**src/rtl/uart_tx_pkg.sv**
```systemverilog
// Package: shared types for the buffered serial transmitter.
// Assumes: the state codes are visible to software and must not change.
package uart_tx_pkg;

    typedef enum logic [3:0] {
        ST_IDLE   = 4'd0,
        ST_START  = 4'd1,
        ST_DATA   = 4'd2,
        ST_PARITY = 4'd3,
        ST_STOP   = 4'd4
    } tx_state_e;

endpackage

```
**src/rtl/uart_tx_queue.sv**
```systemverilog
// Module: circular byte queue with an occupancy count.
// Does: accepts a push when not full and a pop when not empty, in the same cycle if need be.
// Assumes: the caller checks nothing itself; a push while full and a pop while empty are ignored here.
module uart_tx_queue #(
    parameter int WIDTH = 8,
    parameter int DEPTH = 16,
    localparam int AW   = (DEPTH > 1) ? $clog2(DEPTH) : 1,
    localparam int LW   = $clog2(DEPTH + 1)
) (
    input  logic             clk,
    input  logic             rst_n,
    input  logic             flush,
    input  logic             push,
    input  logic [WIDTH-1:0] push_data,
    input  logic             pop,
    output logic [WIDTH-1:0] pop_data,
    output logic [LW-1:0]    level,
    output logic             empty,
    output logic             full
);

    logic [WIDTH-1:0] mem [DEPTH];
    logic [AW-1:0]    wr_ptr;
    logic [AW-1:0]    rd_ptr;
    logic             push_ok;
    logic             pop_ok;

    function automatic logic [AW-1:0] ptr_next(input logic [AW-1:0] p);
        return (p == AW'(DEPTH - 1)) ? '0 : p + 1'b1;
    endfunction

    assign empty    = (level == '0);
    assign full     = (level == LW'(DEPTH));
    assign push_ok  = push && !full;
    assign pop_ok   = pop && !empty;
    assign pop_data = mem[rd_ptr];

    // Storage write: only an accepted push touches the array.
    always_ff @(posedge clk) begin
        if (push_ok) begin
            mem[wr_ptr] <= push_data;
        end
    end

    // Pointer and occupancy update, cleared by reset or flush.
    always_ff @(posedge clk) begin
        if (!rst_n || flush) begin
            wr_ptr <= '0;
            rd_ptr <= '0;
            level  <= '0;
        end else begin
            if (push_ok) wr_ptr <= ptr_next(wr_ptr);
            if (pop_ok)  rd_ptr <= ptr_next(rd_ptr);
            if (push_ok && !pop_ok)      level <= level + 1'b1;
            else if (pop_ok && !push_ok) level <= level - 1'b1;
        end
    end

endmodule

```
**src/rtl/uart_tx_shifter.sv**
```systemverilog
// Module: frame serializer.
// Does: on a load request while idle, captures a byte and the frame settings, then walks
//       start, data, optional parity and stop bits, each lasting OSR ticks.
// Assumes: tick is a single-cycle strobe; the line output is the logic level (no polarity).
module uart_tx_shifter
    import uart_tx_pkg::*;
#(
    parameter int DATA_W = 8,
    parameter int OSR    = 16,
    localparam int TW    = (OSR > 1) ? $clog2(OSR) : 1,
    localparam int BW    = (DATA_W > 1) ? $clog2(DATA_W) : 1
) (
    input  logic              clk,
    input  logic              rst_n,
    input  logic              enable,
    input  logic              tick,
    input  logic              load,
    input  logic [DATA_W-1:0] load_data,
    input  logic              msb_first,
    input  logic              parity_en,
    input  logic              parity_odd,
    input  logic              two_stop,
    output tx_state_e         state,
    output logic              line
);

    logic [TW-1:0]     tick_cnt;
    logic [BW-1:0]     bit_idx;
    logic [DATA_W-1:0] shreg;
    logic [DATA_W-1:0] reversed;
    logic              par_bit;
    logic              par_en_q;
    logic              two_stop_q;
    logic              stop_idx;
    logic              bit_end;

    // Mirror the byte so the shift always leaves from bit 0.
    always_comb begin
        for (int i = 0; i < DATA_W; i++) begin
            reversed[i] = load_data[DATA_W-1-i];
        end
    end

    assign bit_end = tick && (tick_cnt == TW'(OSR - 1));

    // Frame sequencer: loads a byte, counts ticks and advances through the bit slots.
    always_ff @(posedge clk) begin
        if (!rst_n) begin
            state      <= ST_IDLE;
            tick_cnt   <= '0;
            bit_idx    <= '0;
            shreg      <= '0;
            par_bit    <= 1'b0;
            par_en_q   <= 1'b0;
            two_stop_q <= 1'b0;
            stop_idx   <= 1'b0;
        end else if (!enable) begin
            state    <= ST_IDLE;
            tick_cnt <= '0;
        end else if (state == ST_IDLE) begin
            if (load) begin
                shreg      <= msb_first ? reversed : load_data;
                par_bit    <= (^load_data) ^ parity_odd;
                par_en_q   <= parity_en;
                two_stop_q <= two_stop;
                tick_cnt   <= '0;
                bit_idx    <= '0;
                stop_idx   <= 1'b0;
                state      <= ST_START;
            end
        end else if (tick) begin
            tick_cnt <= bit_end ? '0 : tick_cnt + 1'b1;
            if (bit_end) begin
                unique case (state)
                    ST_START: state <= ST_DATA;
                    ST_DATA: begin
                        shreg <= shreg >> 1;
                        if (bit_idx == BW'(DATA_W - 1)) begin
                            state <= par_en_q ? ST_PARITY : ST_STOP;
                        end else begin
                            bit_idx <= bit_idx + 1'b1;
                        end
                    end
                    ST_PARITY: state <= ST_STOP;
                    ST_STOP: begin
                        if (two_stop_q && !stop_idx) stop_idx <= 1'b1;
                        else                         state    <= ST_IDLE;
                    end
                    default: state <= ST_IDLE;
                endcase
            end
        end
    end

    // Logic level on the line for the current bit slot.
    always_comb begin
        unique case (state)
            ST_START:  line = 1'b0;
            ST_DATA:   line = shreg[0];
            ST_PARITY: line = par_bit;
            default:   line = 1'b1;
        endcase
    end

endmodule

```
**src/rtl/uart_tx_fifo.sv**
```systemverilog
// Module: buffered serial transmitter top.
// Does: queues written bytes, hands them to the serializer while it is idle,
//       applies line polarity and produces status and the completion interrupt.
// Assumes: frame settings change only while idle; tick comes from an external baud divider.
module uart_tx_fifo
    import uart_tx_pkg::*;
#(
    parameter int DATA_W = 8,
    parameter int DEPTH  = 16,
    parameter int OSR    = 16,
    localparam int LW    = $clog2(DEPTH + 1)
) (
    input  logic              clk,
    input  logic              rst_n,
    input  logic              tick,
    input  logic              cfg_enable,
    input  logic              cfg_msb_first,
    input  logic              cfg_invert,
    input  logic              cfg_parity_en,
    input  logic              cfg_parity_odd,
    input  logic              cfg_two_stop,
    input  logic              irq_en,
    input  logic              wr_valid,
    input  logic [DATA_W-1:0] wr_data,
    output logic              txd,
    output logic              tx_ready,
    output logic [3:0]        tx_state,
    output logic [LW-1:0]     fifo_level,
    output logic              irq_tx
);

    logic [DATA_W-1:0] q_data;
    logic              q_empty;
    logic              q_full;
    logic              take;
    logic              line;
    tx_state_e         state;

    assign take = cfg_enable && (state == ST_IDLE) && !q_empty;

    uart_tx_queue #(.WIDTH(DATA_W), .DEPTH(DEPTH)) u_queue (
        .clk       (clk),
        .rst_n     (rst_n),
        .flush     (!cfg_enable),
        .push      (wr_valid && cfg_enable),
        .push_data (wr_data),
        .pop       (take),
        .pop_data  (q_data),
        .level     (fifo_level),
        .empty     (q_empty),
        .full      (q_full)
    );

    uart_tx_shifter #(.DATA_W(DATA_W), .OSR(OSR)) u_shifter (
        .clk        (clk),
        .rst_n      (rst_n),
        .enable     (cfg_enable),
        .tick       (tick),
        .load       (take),
        .load_data  (q_data),
        .msb_first  (cfg_msb_first),
        .parity_en  (cfg_parity_en),
        .parity_odd (cfg_parity_odd),
        .two_stop   (cfg_two_stop),
        .state      (state),
        .line       (line)
    );

    // Status, polarity and interrupt outputs.
    always_comb begin
        txd      = line ^ cfg_invert;
        tx_state = state;
        tx_ready = (state == ST_IDLE);
        irq_tx   = irq_en && cfg_enable && q_empty && (state == ST_IDLE);
    end

endmodule

```
**config.mk**
```make
export PLATFORM = sky130hd
export DESIGN_NAME = uart_tx_fifo
export DESIGN_NICKNAME = d
export VERILOG_FILES = /design/src/rtl/uart_tx_pkg.sv /design/src/rtl/uart_tx_queue.sv /design/src/rtl/uart_tx_shifter.sv /design/src/rtl/uart_tx_fifo.sv
export SDC_FILE = /design/constraint.sdc
export NUM_CORES = 1
export LEC_CHECK = 0
export ABC_AREA = 1
export BUFFER_PORTS_ARGS = -buffer_cell sky130_fd_sc_hd__buf_2
export CAP_MARGIN = 0
export CORE_MARGIN = 1.5
export CORE_UTILIZATION = 62
export CTS_CLUSTER_SIZE = 20
export DETAILED_ROUTE_END_ITERATION = 10
export GPL_TIMING_DRIVEN = 0
export PLACE_DENSITY = 0.8
export SYNTH_ARGS = -nofsm -noshare
export SYNTH_HDL_FRONTEND = slang
export SYNTH_SLANG_ARGS = --single-unit
export TNS_END_PERCENT = 100
```
**constraint.sdc**
```tcl
create_clock -name clk -period 2.55 [get_ports clk]
set_input_delay 0.3825 -clock clk [delete_from_list [all_inputs] [get_ports clk]]
set_output_delay 0.3825 -clock clk [all_outputs]
set_load 0.01 [all_outputs]
```
==> metrics.txt <==
status=complete, no violations; die height=114 µm; Net count, final=897; #FFs+latches synth=167; CP startpoint kind=register; Post-synth EDFFs=128; GRT overflow=0; Syn Std Cell Area=7620 µm²; Final Cell Area=8580 µm²; Final Setup Violations=0; post-DP HPWL=12900 µm; Net Count, Synth=846; Final min period=2.32 ns; final hold vios=0; Routed Antenna Nets=0; Worst VDD drop=0.000588 V; initial antenna violation count=0; CP bufs+invs=4; CP cell instances=inv_1 -> nand2_1 -> inv_1 -> clkbuf_1 -> nand3_1 -> nor2_1 -> buf_2; CTS tree=done; Routed Wire Length=19500 µm; Pwr Total=6.51 mW; post-synthesis sequential area ratio=0.607; DRC viols=0; TritonRoute pass-1 iters=6; Worst Path Max Fanout=10; Largest delay share family, worst path=buffers and inverters; CP endpoint kind=output pin; gr usage total=0.321; first-pass GRT wire length=30300 µm; Sink Count=167; filler instances=881; min-delay worst type=in2reg; Worst EP required=2.17 ns; Root Driver=clkbuf_16; Max clock buf depth=2; share of layout cells above drive strength 1=0.133; Slew Limit Fails=0; Unique masters post-synth=39; Max Cap Viol=0; initial core utilization=0.634; Yosys warning total=0; CTS H-Tree Depth=4; Post-Synthesis Cells=814; die width=114 µm; asr flop ratio synth=0; Top FF cell, synth=edfxtp_1; TritonCTS buffer count=17; Detailed Route Iter0 Violations=716; Lkg Pwr=3.64 nW; Fmax=0.430 GHz; GP Congestion=0.889; Worst-path clk slew=0.06 ns; later-pin clock latency in the skew report=0.43 ns; Arr. time, crit path=1.94 ns; largest net degree at the start of global routing=17; placed cell area=7940 µm²; cell area power density=759 nW/µm²; most used cell, CP=inv_1; worst clock skew=0.00864 ns; CP max-delay cell=clkbuf_1; syn_area_per_cell=9.36 µm²; number of global-route vias before repair=5664; Core ar.=12000 µm²; DR WL/cell=19.0 µm; routed vias/inst=5.81; Crit Path Class=reg2out; Std-Cell Rows=40; Final Core Density=0.714; number of port buffers=28; total number of vias=5959; Worst-Margin Slew=1.09 ns; Tcrit/Tclk final=0.911; CP peak stage delay=0.45 ns; Die Area=13000 µm²; area delta synth->final=12.6%; slew margin rel.=0.271; number of diodes=0; I/O Pins=31; RSZ-0062 raised after global routing=false
==> cells in the mapped netlist, drive strengths merged (2+ instances only) <==
library cell	n	area share
or2	4	0.0033
a21oi	36	0.024
xnor2	3	0.0034
edfxtp	128	0.50
nand2	240	0.12
nand4	4	0.0033
nor2	62	0.031
o211ai	11	0.012
o21ai	26	0.017
dfxtp	39	0.10
nor3	4	0.0026
buf	27	0.023
nand3	87	0.057
ha	12	0.020
xor2	6	0.0069
a21o	2	0.0020
inv	106	0.052
a211oi	2	0.0020
clkbuf	5	0.0025
==> metrics by stage <==
| step | TNS [ns] | hold slack [ns] | worst slack (ns) | cells |
|---|---|---|---|---|
| 2_1_floorplan | 0 | 0.443 | 0.265 | 814 |
| 3_3_place_gp | 0 | 0.454 | 0.0832 | 989 |
| 3_5_place_dp | -0.0428 | 0.465 | -0.0324 | 989 |
| 4_1_cts | 0 | 0.198 | 0.0186 | 1021 |
| 5_1_grt | 0 | 0.222 | 0.00377 | 1025 |
| 6_report | 0 | 0.206 | 0.226 | 1025 |
==> path summary, 6_finish.rpt <==
check                                   startpoint                    to  slack, ns  cells past startpoint
worst max-delay path            u_shifter.state[1]                irq_tx       0.23                      7
worst min-delay path                  cfg_two_stop  u_shifter.two_stop_q       0.21                      3
worst max register to register            register     u_shifter.par_bit       0.23                     18
worst min register to register  u_shifter.stop_idx    u_shifter.stop_idx       0.48                      2
==> layout by cell type (no fill, tap or decap), drive strengths merged <==
cell	n
ha	12
a21boi	1
nor4	1
inv	109
nor2	62
xnor2	3
nand4	4
a211oi	2
a2111oi	1
clkinv	8
clkbuf	28
fa	1
or3	1
a21o	2
nand2	240
o21ai	26
edfxtp	128
o311ai	1
o211ai	11
o221a	1
conb	1
dfxtp	39
bufinv	1
a21oi	36
or2	4
buf	57
xor2	6
nor3	4
a31oi	1
nand3	87
==> registers in the layout (all words and copies together) (netlist names), named ones only <==
name                  cells
u_queue.level             5
u_queue.mem             128
u_queue.rd_ptr            4
u_queue.wr_ptr            4
u_shifter.bit_idx         3
u_shifter.par_bit         1
u_shifter.par_en_q        1
u_shifter.shreg           8
u_shifter.state           3
u_shifter.stop_idx        1
u_shifter.tick_cnt        4
u_shifter.two_stop_q      1
==> cells by family after synthesis <==
logic type,synth area share
compound gates,0.0624
xor+xnor,0.0103
fa+ha+maj,0.0223
buf+inv,0.0783
flops,0.607
other cells,0.000492
simple gates,0.219
==> layout make-up <==
class                      count  area, µm²  share of cell area
clock inverter                11       96.3              0.0112
sequential                   167       4630               0.539
buffer                        32        206              0.0241
inverter                     107        402              0.0468
multi-input combinational    508       2430               0.283
timing repair buffer          32        170              0.0198
tap                          147        184              0.0214
clock buffer                  21        470              0.0548
==> metal layers <==
layer	up-vias	global-route usage	wire (µm)
li1	2779	-	-
met1	2776	0.445	7620
met2	355	0.501	9060
met3	49	0.0701	2200
met4	0	0.123	581
met5	-	0	0
==> what timing repair did <==
action | CTS | global route
buffers inserted | 0 | 4
hold buffers | 0 | 0
gates resized for setup | 1 | 15
endpoints found under the setup margin | 2 | 20
pin swaps | 0 | 0
gates cloned | 0 | 0
==> power breakdown <==
part | total, mW | switching [mW] | leakage, nW | internal, mW
Sequential | 3.04 | 0.0442 | 1.47 | 2.99
Combinational | 0.994 | 0.660 | 1.88 | 0.334
Clock | 2.48 | 1.06 | 0.288 | 1.42
Total | 6.51 | 1.76 | 3.64 | 4.75
==> worst reg2reg max path, stage by stage (launching register included) <==
cell and delay (ns):
dfxtp_1 0.31, buf_6 0.13, inv_2 0.08, buf_2 0.32, nand2_1 0.11, nand3_1 0.13
nand3_1 0.12, nand3_1 0.18, nand2_2 0.14, nand2_1 0.11, inv_1 0.05, nor2_1 0.10
nand2_1 0.06, nand2_1 0.07, nand2_1 0.07, nand3_1 0.08, nand3_1 0.07, nand2_1 0.06
inv_1 0.04
Note: power is estimated with default switching activity, not from simulation.
